### src/rtl/drow_pkg.sv
package drow_pkg;

    localparam int DR_ROWS   = 8;
    localparam int DR_BYTE_W = 8;
    localparam int DR_EXT_W  = 4;
    localparam int DR_USE_W  = 10;

    typedef struct packed {
        logic       en;
        logic [2:0] size_m1;
        logic [3:0] bottom;
    } gap_t;

    // hole size in MB from its encoded field
    function automatic logic [3:0] hole_size(input logic [2:0] size_m1);
        return {1'b0, size_m1} + 4'd1;
    endfunction

    // isolate the lowest set bit of a vector
    function automatic logic [DR_ROWS-1:0] lowest_bit(input logic [DR_ROWS-1:0] v);
        return v & (~v + DR_ROWS'(1));
    endfunction

endpackage

### src/rtl/drow_regs.sv
module drow_regs
    import drow_pkg::*;
#(
    parameter int ROWS   = DR_ROWS,
    parameter int BYTE_W = DR_BYTE_W,
    parameter int EXT_W  = DR_EXT_W,
    parameter int USE_W  = DR_USE_W,
    parameter int REG_AW = 4
) (
    input  logic              clk,
    input  logic              rst,
    input  logic              we,
    input  logic [REG_AW-1:0] addr,
    input  logic [BYTE_W-1:0] wdata,
    output logic [BYTE_W-1:0] rdata,
    output logic [USE_W-1:0]  bound_o [ROWS],
    output gap_t              gap_o
);
    localparam int EXT_REGS = ROWS / 2;
    localparam int GAP_LO   = ROWS + EXT_REGS;
    localparam int GAP_HI   = GAP_LO + 1;

    logic [BYTE_W-1:0] bnd_q [ROWS];
    logic [EXT_W-1:0]  ext_q [ROWS];
    gap_t              gap_q;

    always_ff @(posedge clk) begin
        if (rst) begin
            for (int i = 0; i < ROWS; i++) begin
                bnd_q[i] <= '0;
                ext_q[i] <= '0;
            end
            gap_q <= '0;
        end else if (we) begin
            for (int i = 0; i < ROWS; i++) begin
                if (addr == REG_AW'(i)) bnd_q[i] <= wdata;
            end
            for (int j = 0; j < EXT_REGS; j++) begin
                if (addr == REG_AW'(ROWS + j)) begin
                    ext_q[2*j]   <= wdata[EXT_W-1:0];
                    ext_q[2*j+1] <= wdata[2*EXT_W-1:EXT_W];
                end
            end
            if (addr == REG_AW'(GAP_LO)) gap_q.bottom <= wdata[7:4];
            if (addr == REG_AW'(GAP_HI)) begin
                gap_q.en      <= wdata[7];
                gap_q.size_m1 <= wdata[6:4];
            end
        end
    end

    always_comb begin
        rdata = '0;
        for (int i = 0; i < ROWS; i++) begin
            if (addr == REG_AW'(i)) rdata = bnd_q[i];
        end
        for (int j = 0; j < EXT_REGS; j++) begin
            if (addr == REG_AW'(ROWS + j)) rdata = {ext_q[2*j+1], ext_q[2*j]};
        end
        if (addr == REG_AW'(GAP_LO)) rdata = {gap_q.bottom, 4'h0};
        if (addr == REG_AW'(GAP_HI)) rdata = {gap_q.en, gap_q.size_m1, 4'h0};
    end

    for (genvar g = 0; g < ROWS; g++) begin : g_bound
        assign bound_o[g] = USE_W'({ext_q[g], bnd_q[g]});
    end

    assign gap_o = gap_q;

endmodule

### src/rtl/drow_hole.sv
module drow_hole
    import drow_pkg::*;
#(
    parameter int MB_W = 12
) (
    input  gap_t            gap,
    input  logic [MB_W-1:0] mb,
    output logic            hit
);
    logic [MB_W-1:0] lo;
    logic [MB_W-1:0] hi;

    assign lo  = MB_W'(gap.bottom);
    assign hi  = lo + MB_W'(hole_size(gap.size_m1));
    assign hit = gap.en && (mb >= lo) && (mb < hi);

endmodule

### src/rtl/drow_rowsel.sv
module drow_rowsel
    import drow_pkg::*;
#(
    parameter int ROWS  = DR_ROWS,
    parameter int USE_W = DR_USE_W,
    parameter int MB_W  = 12
) (
    input  logic [USE_W-1:0] bound [ROWS],
    input  logic [MB_W-1:0]  mb,
    output logic [ROWS-1:0]  row,
    output logic             beyond
);
    logic [ROWS-1:0] above;

    for (genvar g = 0; g < ROWS; g++) begin : g_cmp
        assign above[g] = MB_W'(bound[g]) > mb;
    end

    assign row    = lowest_bit(above);
    assign beyond = ~above[ROWS-1];

endmodule

### src/rtl/drow_decoder.sv
module drow_decoder
    import drow_pkg::*;
#(
    parameter int ROWS     = DR_ROWS,
    parameter int ADDR_W   = 32,
    parameter int MB_SHIFT = 20,
    parameter int USE_W    = DR_USE_W,
    parameter int REG_AW   = 4
) (
    input  logic              clk,
    input  logic              rst,
    input  logic              reg_we,
    input  logic [REG_AW-1:0] reg_addr,
    input  logic [7:0]        reg_wdata,
    output logic [7:0]        reg_rdata,
    input  logic              req_valid,
    input  logic [ADDR_W-1:0] req_addr,
    output logic              out_valid,
    output logic [ROWS-1:0]   out_row,
    output logic              out_pci
);
    localparam int MB_W = ADDR_W - MB_SHIFT;

    logic [USE_W-1:0] bound_w [ROWS];
    gap_t             gap_w;
    logic [MB_W-1:0]  req_mb;
    logic [ROWS-1:0]  row_w;
    logic             beyond_w;
    logic             hole_w;
    logic             pci_d;

    assign req_mb = req_addr[ADDR_W-1:MB_SHIFT];

    drow_regs #(
        .ROWS(ROWS), .BYTE_W(8), .EXT_W(4), .USE_W(USE_W), .REG_AW(REG_AW)
    ) u_regs (
        .clk(clk), .rst(rst), .we(reg_we), .addr(reg_addr),
        .wdata(reg_wdata), .rdata(reg_rdata), .bound_o(bound_w), .gap_o(gap_w)
    );

    drow_rowsel #(.ROWS(ROWS), .USE_W(USE_W), .MB_W(MB_W)) u_sel (
        .bound(bound_w), .mb(req_mb), .row(row_w), .beyond(beyond_w)
    );

    drow_hole #(.MB_W(MB_W)) u_hole (
        .gap(gap_w), .mb(req_mb), .hit(hole_w)
    );

    assign pci_d = beyond_w | hole_w;

    always_ff @(posedge clk) begin
        if (rst) begin
            out_valid <= 1'b0;
            out_row   <= '0;
            out_pci   <= 1'b0;
        end else begin
            out_valid <= req_valid;
            out_row   <= (req_valid && !pci_d) ? row_w : '0;
            out_pci   <= req_valid && pci_d;
        end
    end

endmodule

### config.mk
export PLATFORM = sky130hd
export DESIGN_NAME = drow_decoder
export DESIGN_NICKNAME = d
export VERILOG_FILES = /design/src/rtl/drow_pkg.sv /design/src/rtl/drow_regs.sv /design/src/rtl/drow_hole.sv /design/src/rtl/drow_rowsel.sv /design/src/rtl/drow_decoder.sv
export SDC_FILE = /design/constraint.sdc
export NUM_CORES = 1
export LEC_CHECK = 0
export ABC_AREA = 1
export BUFFER_PORTS_ARGS = -buffer_cell sky130_fd_sc_hd__buf_2
export CORE_UTILIZATION = 35
export DETAILED_ROUTE_END_ITERATION = 12
export PLACE_DENSITY = 0.49
export SETUP_SLACK_MARGIN = 0.02
export SKIP_CTS_REPAIR_TIMING = 1
export SYNTH_ARGS = -nofsm -noshare
export SYNTH_HDL_FRONTEND = slang
export SYNTH_SLANG_ARGS = --single-unit
### constraint.sdc
create_clock -name clk -period 3.25 [get_ports clk]
set_clock_uncertainty 0.15 [all_clocks]
set_input_delay 0.8125 -clock clk [delete_from_list [all_inputs] [get_ports clk]]
set_output_delay 0.8125 -clock clk [all_outputs]
set_load 0.02 [all_outputs]
# ---- Yosys cells after proc, flatten, opt, wreduce, memory -nomap -nowiden
# Memories as Yosys holds them, arrays and structs flattened.
# Cells that the tools add are included.
dict set report word_totals {
  regBits 18
  latchBits 0
  mem_bits_rw 96
  rom_bits 0
  input_bits 48
  output_inout_bits 18
  wordCells 144
  memories 2
}
dict set report classes {
  n_addsub 3
  mul 0
  n_div 0
  magnitude_cmp 10
  n_eq_ne 13
  n_shift 0
  n_mux 80
  bitwise 21
  n_reduce_logical 9
}
# memory depth width read_ports rd_ports_with_merged_regs write_ports line
set mem_list {}
lappend mem_list {u_regs.bnd_q 8 8 8 0 8 drow_regs.sv:23} ;# logic [BYTE_W-1:0] bnd_q [ROWS];
lappend mem_list {u_regs.ext_q 8 4 8 0 8 drow_regs.sv:24} ;# logic [EXT_W-1:0] ext_q [ROWS];
# cell n
set ops {}
lappend ops {{two-way mux 8 bit} 22}
lappend ops {{> comparator 10 x 12 -> 1 bit} 8}
lappend ops {{two-way mux 1 bit} 50}
lappend ops {{two-way mux 4 bit} 8}
lappend ops {{== test 4 bit (second input constant)} 6}
lappend ops {{bitwise OR 1 bit} 17}
lappend ops {{== test 4 x 3 -> 1 bit (second input constant)} 4}
lappend ops {{>= comparator 12 x 4 -> 1 bit} 1}
lappend ops {{< comparator 12 bit} 1}
lappend ops {{adder 8 x 1 -> 8 bit (second input constant)} 1}
lappend ops {{AND 8 bit} 1}
lappend ops {{== test 4 x 2 -> 1 bit (second input constant)} 2}
lappend ops {{NOT 8 bit} 1}
lappend ops {{adder 4 x 4 -> 5 bit} 1}
lappend ops {{adder 3 x 1 -> 4 bit (second input constant)} 1}
lappend ops {{== test 4 x 1 -> 1 bit (second input constant)} 1}
lappend ops {{logical AND 1 bit} 4}
lappend ops {{logical NOT 4 bit} 1}
lappend ops {{AND reduction 2 bit} 2}
lappend ops {{NOT 1 bit} 2}
lappend ops {{OR reduction 2 bit} 1}
lappend ops {{logical NOT 1 bit} 1}

# ---- Logic depth before layout (Yosys ltp)
dict set report depth {
  word_depth 15
  depth_mapped 14
}

# ---- Modules after synthesis
# A second synthesis with hierarchy kept.
dict set report hier_totals {
  cells_unflattened 926
  hier_area_um2 7648.6
}
# mod n_inst cells_per_inst area_per_inst_um2
set by_module_without_submodules {}
lappend by_module_without_submodules {drow_regs 1 508 4869.7}
lappend by_module_without_submodules {drow_rowsel 1 326 2095.8}
lappend by_module_without_submodules {drow_hole 1 61 365.4}
lappend by_module_without_submodules {drow_decoder 1 31 317.8}

# ---- Worst setup path before layout
# No wires, ideal clock.
dict set report synth_timing {
  kind {input port to output port}
  startpoint {input reg_addr[3]}
  endpoint {output reg_rdata[6]}
  arrival_ns 1.888
  t_required_ns 2.288
  path_slack_ns 0.399
  path_stages 9
  n_path_buf 0
  path_cell_list {inv_1 > nand2_1 > nor2_4 > inv_2 > or2_0 > nand2_1 > nand4_1 > nand2_1 > nand3_1}
}
dict set report synth_via {
  elab_chain_cells 15
  elab_cells_between_ends 28
}
# item line
set synth_rtl {}
lappend synth_rtl {{start: declaration} drow_decoder.sv:13} ;# input logic [REG_AW-1:0] reg_addr,
lappend synth_rtl {{logical NOT 4 bit} drow_regs.sv:55} ;# if (addr == REG_AW'(i)) rdata = bnd_q[i];
lappend synth_rtl {{two-way mux 8 bit (8 in a row)} drow_regs.sv:55}
lappend synth_rtl {{two-way mux 8 bit (4 in a row)} drow_regs.sv:58} ;# if (addr == REG_AW'(ROWS + j)) rdata = {ext_q[2*j+1], ext_q[2*j]};
lappend synth_rtl {{two-way mux 8 bit} drow_regs.sv:60} ;# if (addr == REG_AW'(GAP_LO)) rdata = {gap_q.bottom, 4'h0};
lappend synth_rtl {{two-way mux 8 bit *} drow_regs.sv:61} ;# if (addr == REG_AW'(GAP_HI)) rdata = {gap_q.en, gap_q.size_m1, 4'h0};
lappend synth_rtl {{end: declaration} drow_decoder.sv:15} ;# output logic [7:0] reg_rdata,
# Every way passes the cells marked *; elsewhere a longest branch is shown, timed or not.

# ---- Worst setup path in the final report
dict set report layout_timing {
  startpoint {input reg_addr[2]}
  endpoint {output reg_rdata[3]}
}
# Same word-level chain as after synthesis.

==> key figures <==
Final layout
  – Final core area utilization: 0.4547
  – Fillcell total: 2009
  – Fin cells: 1225
  – Post-route cell area: 9201 um2
  – Share of post-route cells with drive strength above 1: 0.2147
  – Final nets: 1083
  – Area Growth Syn to Fin: 26.97%
  – Diode count: 0

CTS
  – CTS Buf Count: 17
  – Clock transition at path regs: 0.05 ns
  – Root cell of the clock tree: clkbuf_16
  – H-tree depth: 4
  – CTS tree: built
  – CTS max path bufs: 2
  – Clk_lat worst skew: 0.43 ns
  – Num Clock Sinks: 114

Die
  – DIE AREA: 21290 um2
  – Core Box Area: 20230 um2
  – Initial Util: 0.3581
  – Die width: 145.9 um
  – Die Height: 145.9 um
  – # IOs: 66
  – Site row count: 52

Routing
  – Detailed Route WL: 23550 um
  – Avg WL per Cell: 19.22 um
  – Antenna Nets Post-Route: 0
  – First-pass iteration count of the detailed router: 5
  – Initial drt markers: 552
  – DRC: 0
  – Via count: 6087
  – Via/cell ratio: 4.969

Timing
  – Slew margin rel.: 0.2542
  – FMAX: 0.3105 GHz
  – RSZ-0062 raised after global routing: true
  – Fin. max-slew vios: 0
  – Measured slew at the worst slew-check pin: 1.107 ns
  – Setup TNS: 0 ns
  – Tcrit/Tclk final: 0.9911
  – Min Tclk post-route: 3.221 ns
  – Hold Vio Cnt, Final: 0
  – Final worst setup slack: 0.02904 ns
  – Setup violators final: 0

Logic synthesis
  – Ys async rst share: 0
  – Largest family of logic cells by synthesized area: simple AND/OR/NAND/NOR gates
  – EDFF count, synth: 96
  – Synth Area per Inst: 8.638 um2
  – Synth Area in Adders: 0.1599
  – Mux cell area share after synthesis: 0
  – Post-synth top flop: edfxtp_1
  – Post-synthesis simple-gate area fraction: 0.2681
  – Synth Instances: 839
  – XOR/XNOR Fraction of Synth Area: 0.002417
  – Syn_nets: 979
  – Post-synthesis register bit count: 114
  – Sequential area share after synthesis: 0.4475
  – Syn Std Cell Area: 7247 um2
  – Synth warn: 0
  – Yosys cell types: 30
  – Synth Area in Compound Gates: 0.06854

Place
  – # port buffers: 45
  – Post-place setup slack: -0.1614 ns
  – DP HPWL: 17440 um
  – Routability cong.: 0.9064
  – Dpl cells: 1188
  – Cell Area, Placed: 8108 um2

Worst setup path
  – Crit-path cells: buf_12 -> inv_4 -> nand2_8 -> buf_6 -> nor2_4 -> nand2_1 -> nand3_1 -> nor2_1 -> nand4_1 -> nand2_1 -> nand4_1 -> nand2_1 -> inv_1 -> buf_2
  – CP Capture Type: output pin
  – Slowest Stage Delay on Critical Path: 0.26 ns
  – Worst path required time: 2.29 ns
  – Worst path slowest cell: nor2_1
  – CP bufs+invs: 5
  – WP data arrival: 2.26 ns
  – Critical-path maximum fanout: 5
  – CP Class: in2out
  – Worst setup SP type: input port
  – CP top delay family: simple AND/OR/NAND/NOR gates
  – Worst setup path start: reg_addr[2]
  – Crit-path most repeated cell: nand2_1
  – Reg2Reg Launch Point: u_regs.gap_o[0]$_SDFFE_PP0P_

Global routing
  – Largest net degree at the start of global routing: 17
  – First-pass GRT wire length: 34690 um
  – Gr usage total: 0.2286
  – Remaining global-route overflow: 0
  – Initial antenna violation count: 0
  – Vias in the first global route: 5727

Power and ir drop
  – Maximum vdd drop: 0.3238 mV
  – Leakage: 3.950 nW
  – P_int: 3.341 mW
  – Psw: 1.190 mW
  – Sw Ratio: 0.2626
  – Pwr Density: 492.4 nW/um2
  – Logic pwr share: 0.149
  – Clock share of power: 0.468
  – Part of the power in registers: 0.383

Worst hold path
  – Hold Crit Start: u_regs.gap_o[4]$_SDFFE_PP0P_
  – Worst hold path class: reg2reg

Job
  – Max-cap check violation count: 0

Status
  – Outcome: finished clean
==> kinds of logic (layout without fill, tap and decap cells) <==
group / Yosys count / in the layout
simple gates: 434 / 434
xor+xnor: 2 / 2
flops: 114 / 114
buf+inv: 101 / 217
fa+ha+maj: 92 / 92
compound gates: 96 / 96
==> sequential cells by signal (all words and copies together), names as in the netlist <==
name and cells:
out_pci 1, u_regs.bnd_q 64, u_regs.ext_q 32, out_row 8
u_regs.gap_o 8, out_valid 1
==> metrics by stage <==
step	hold slack [ns]	power, mW
2_1_floorplan	0.2976	2.113
3_3_place_gp	0.3517	2.368
3_5_place_dp	0.3505	2.373
4_1_cts	0.3626	4.481
5_1_grt	0.3842	4.699
6_report	0.3648	4.531
==> power groups by stage <==
stage / Combinational, mW / Sequential, mW / Clock [mW]
2_1_floorplan: 0.376 / 1.74 / 0
3_3_place_gp: 0.606 / 1.76 / 0
3_5_place_dp: 0.611 / 1.76 / 0
4_1_cts: 0.614 / 1.73 / 2.14
5_1_grt: 0.756 / 1.74 / 2.20
6_report: 0.674 / 1.74 / 2.12
==> worst min-delay path, stage by stage (launching register included) <==
cell,delay [ns]
dfxtp_1,0.31
inv_1,0.09
a21oi_1,0.07
==> final timing paths <==
| kind | endpoint | slack [ns] | cells after the start |
|---|---|---|---|
| max | reg_rdata[3] | 0.03 | 14 |
| min | u_regs.gap_o[4]$_SDFFE_PP0P_ | 0.36 | 2 |
| max reg2reg | out_row[4]$_SDFF_PP0_ | 0.64 | 14 |
| min reg2reg | u_regs.gap_o[4]$_SDFFE_PP0P_ | 0.36 | 2 |
==> cells in the mapped netlist, types with 9 or more instances <==
cell type | instances | area share
or2_0 | 9 | 0.0078
nand2_1 | 171 | 0.089
nor2_4 | 9 | 0.014
ha_1 | 91 | 0.16
nand4_1 | 27 | 0.023
edfxtp_1 | 96 | 0.40
a21oi_1 | 62 | 0.043
dfxtp_1 | 18 | 0.050
nor2_1 | 138 | 0.071
nand3_1 | 43 | 0.030
inv_1 | 88 | 0.046
o21ai_0 | 29 | 0.020
==> layout make-up <==
class | count | area, um2 | share of cell area
multi-input combinational | 624 | 3871 | 0.4207
sequential | 114 | 3243 | 0.3525
timing repair buffer | 92 | 719.4 | 0.07819
clock buffer | 19 | 432.9 | 0.04705
inverter | 94 | 384.1 | 0.04175
tap | 270 | 337.8 | 0.03671
clock inverter | 12 | 212.7 | 0.02312
==> per-layer routing <==
layer  vias up  GRT usage  routed length (um)
li1       3056          -                   -
met2       166     0.3653               10740
met4         0    0.05474                 330
met3        24    0.04201                1236
met5         -          0                   0
met1      2841     0.3188               11250
==> cell usage in the layout (no fill, tap or decap), types with 3 or more instances in the layout <==
master / n
dfxtp_1: 18
nand2_1: 162
buf_2: 35
or2_0: 9
nor3_2: 5
buf_4: 40
bufinv_16: 6
clkinv_1: 3
nor2_2: 10
inv_1: 83
o21bai_1: 3
a21oi_2: 3
inv_2: 5
a21oi_1: 59
ha_1: 91
inv_4: 3
clkbuf_16: 17
or2_2: 5
or2_1: 4
nor2_1: 124
nand4_1: 27
nand2_2: 12
buf_6: 9
buf_12: 6
nor2_4: 20
nand3_1: 26
edfxtp_1: 96
nand3_4: 3
nand3_2: 14
o21ai_0: 29
nor3_1: 7
Power figures use the tool's default switching activity.
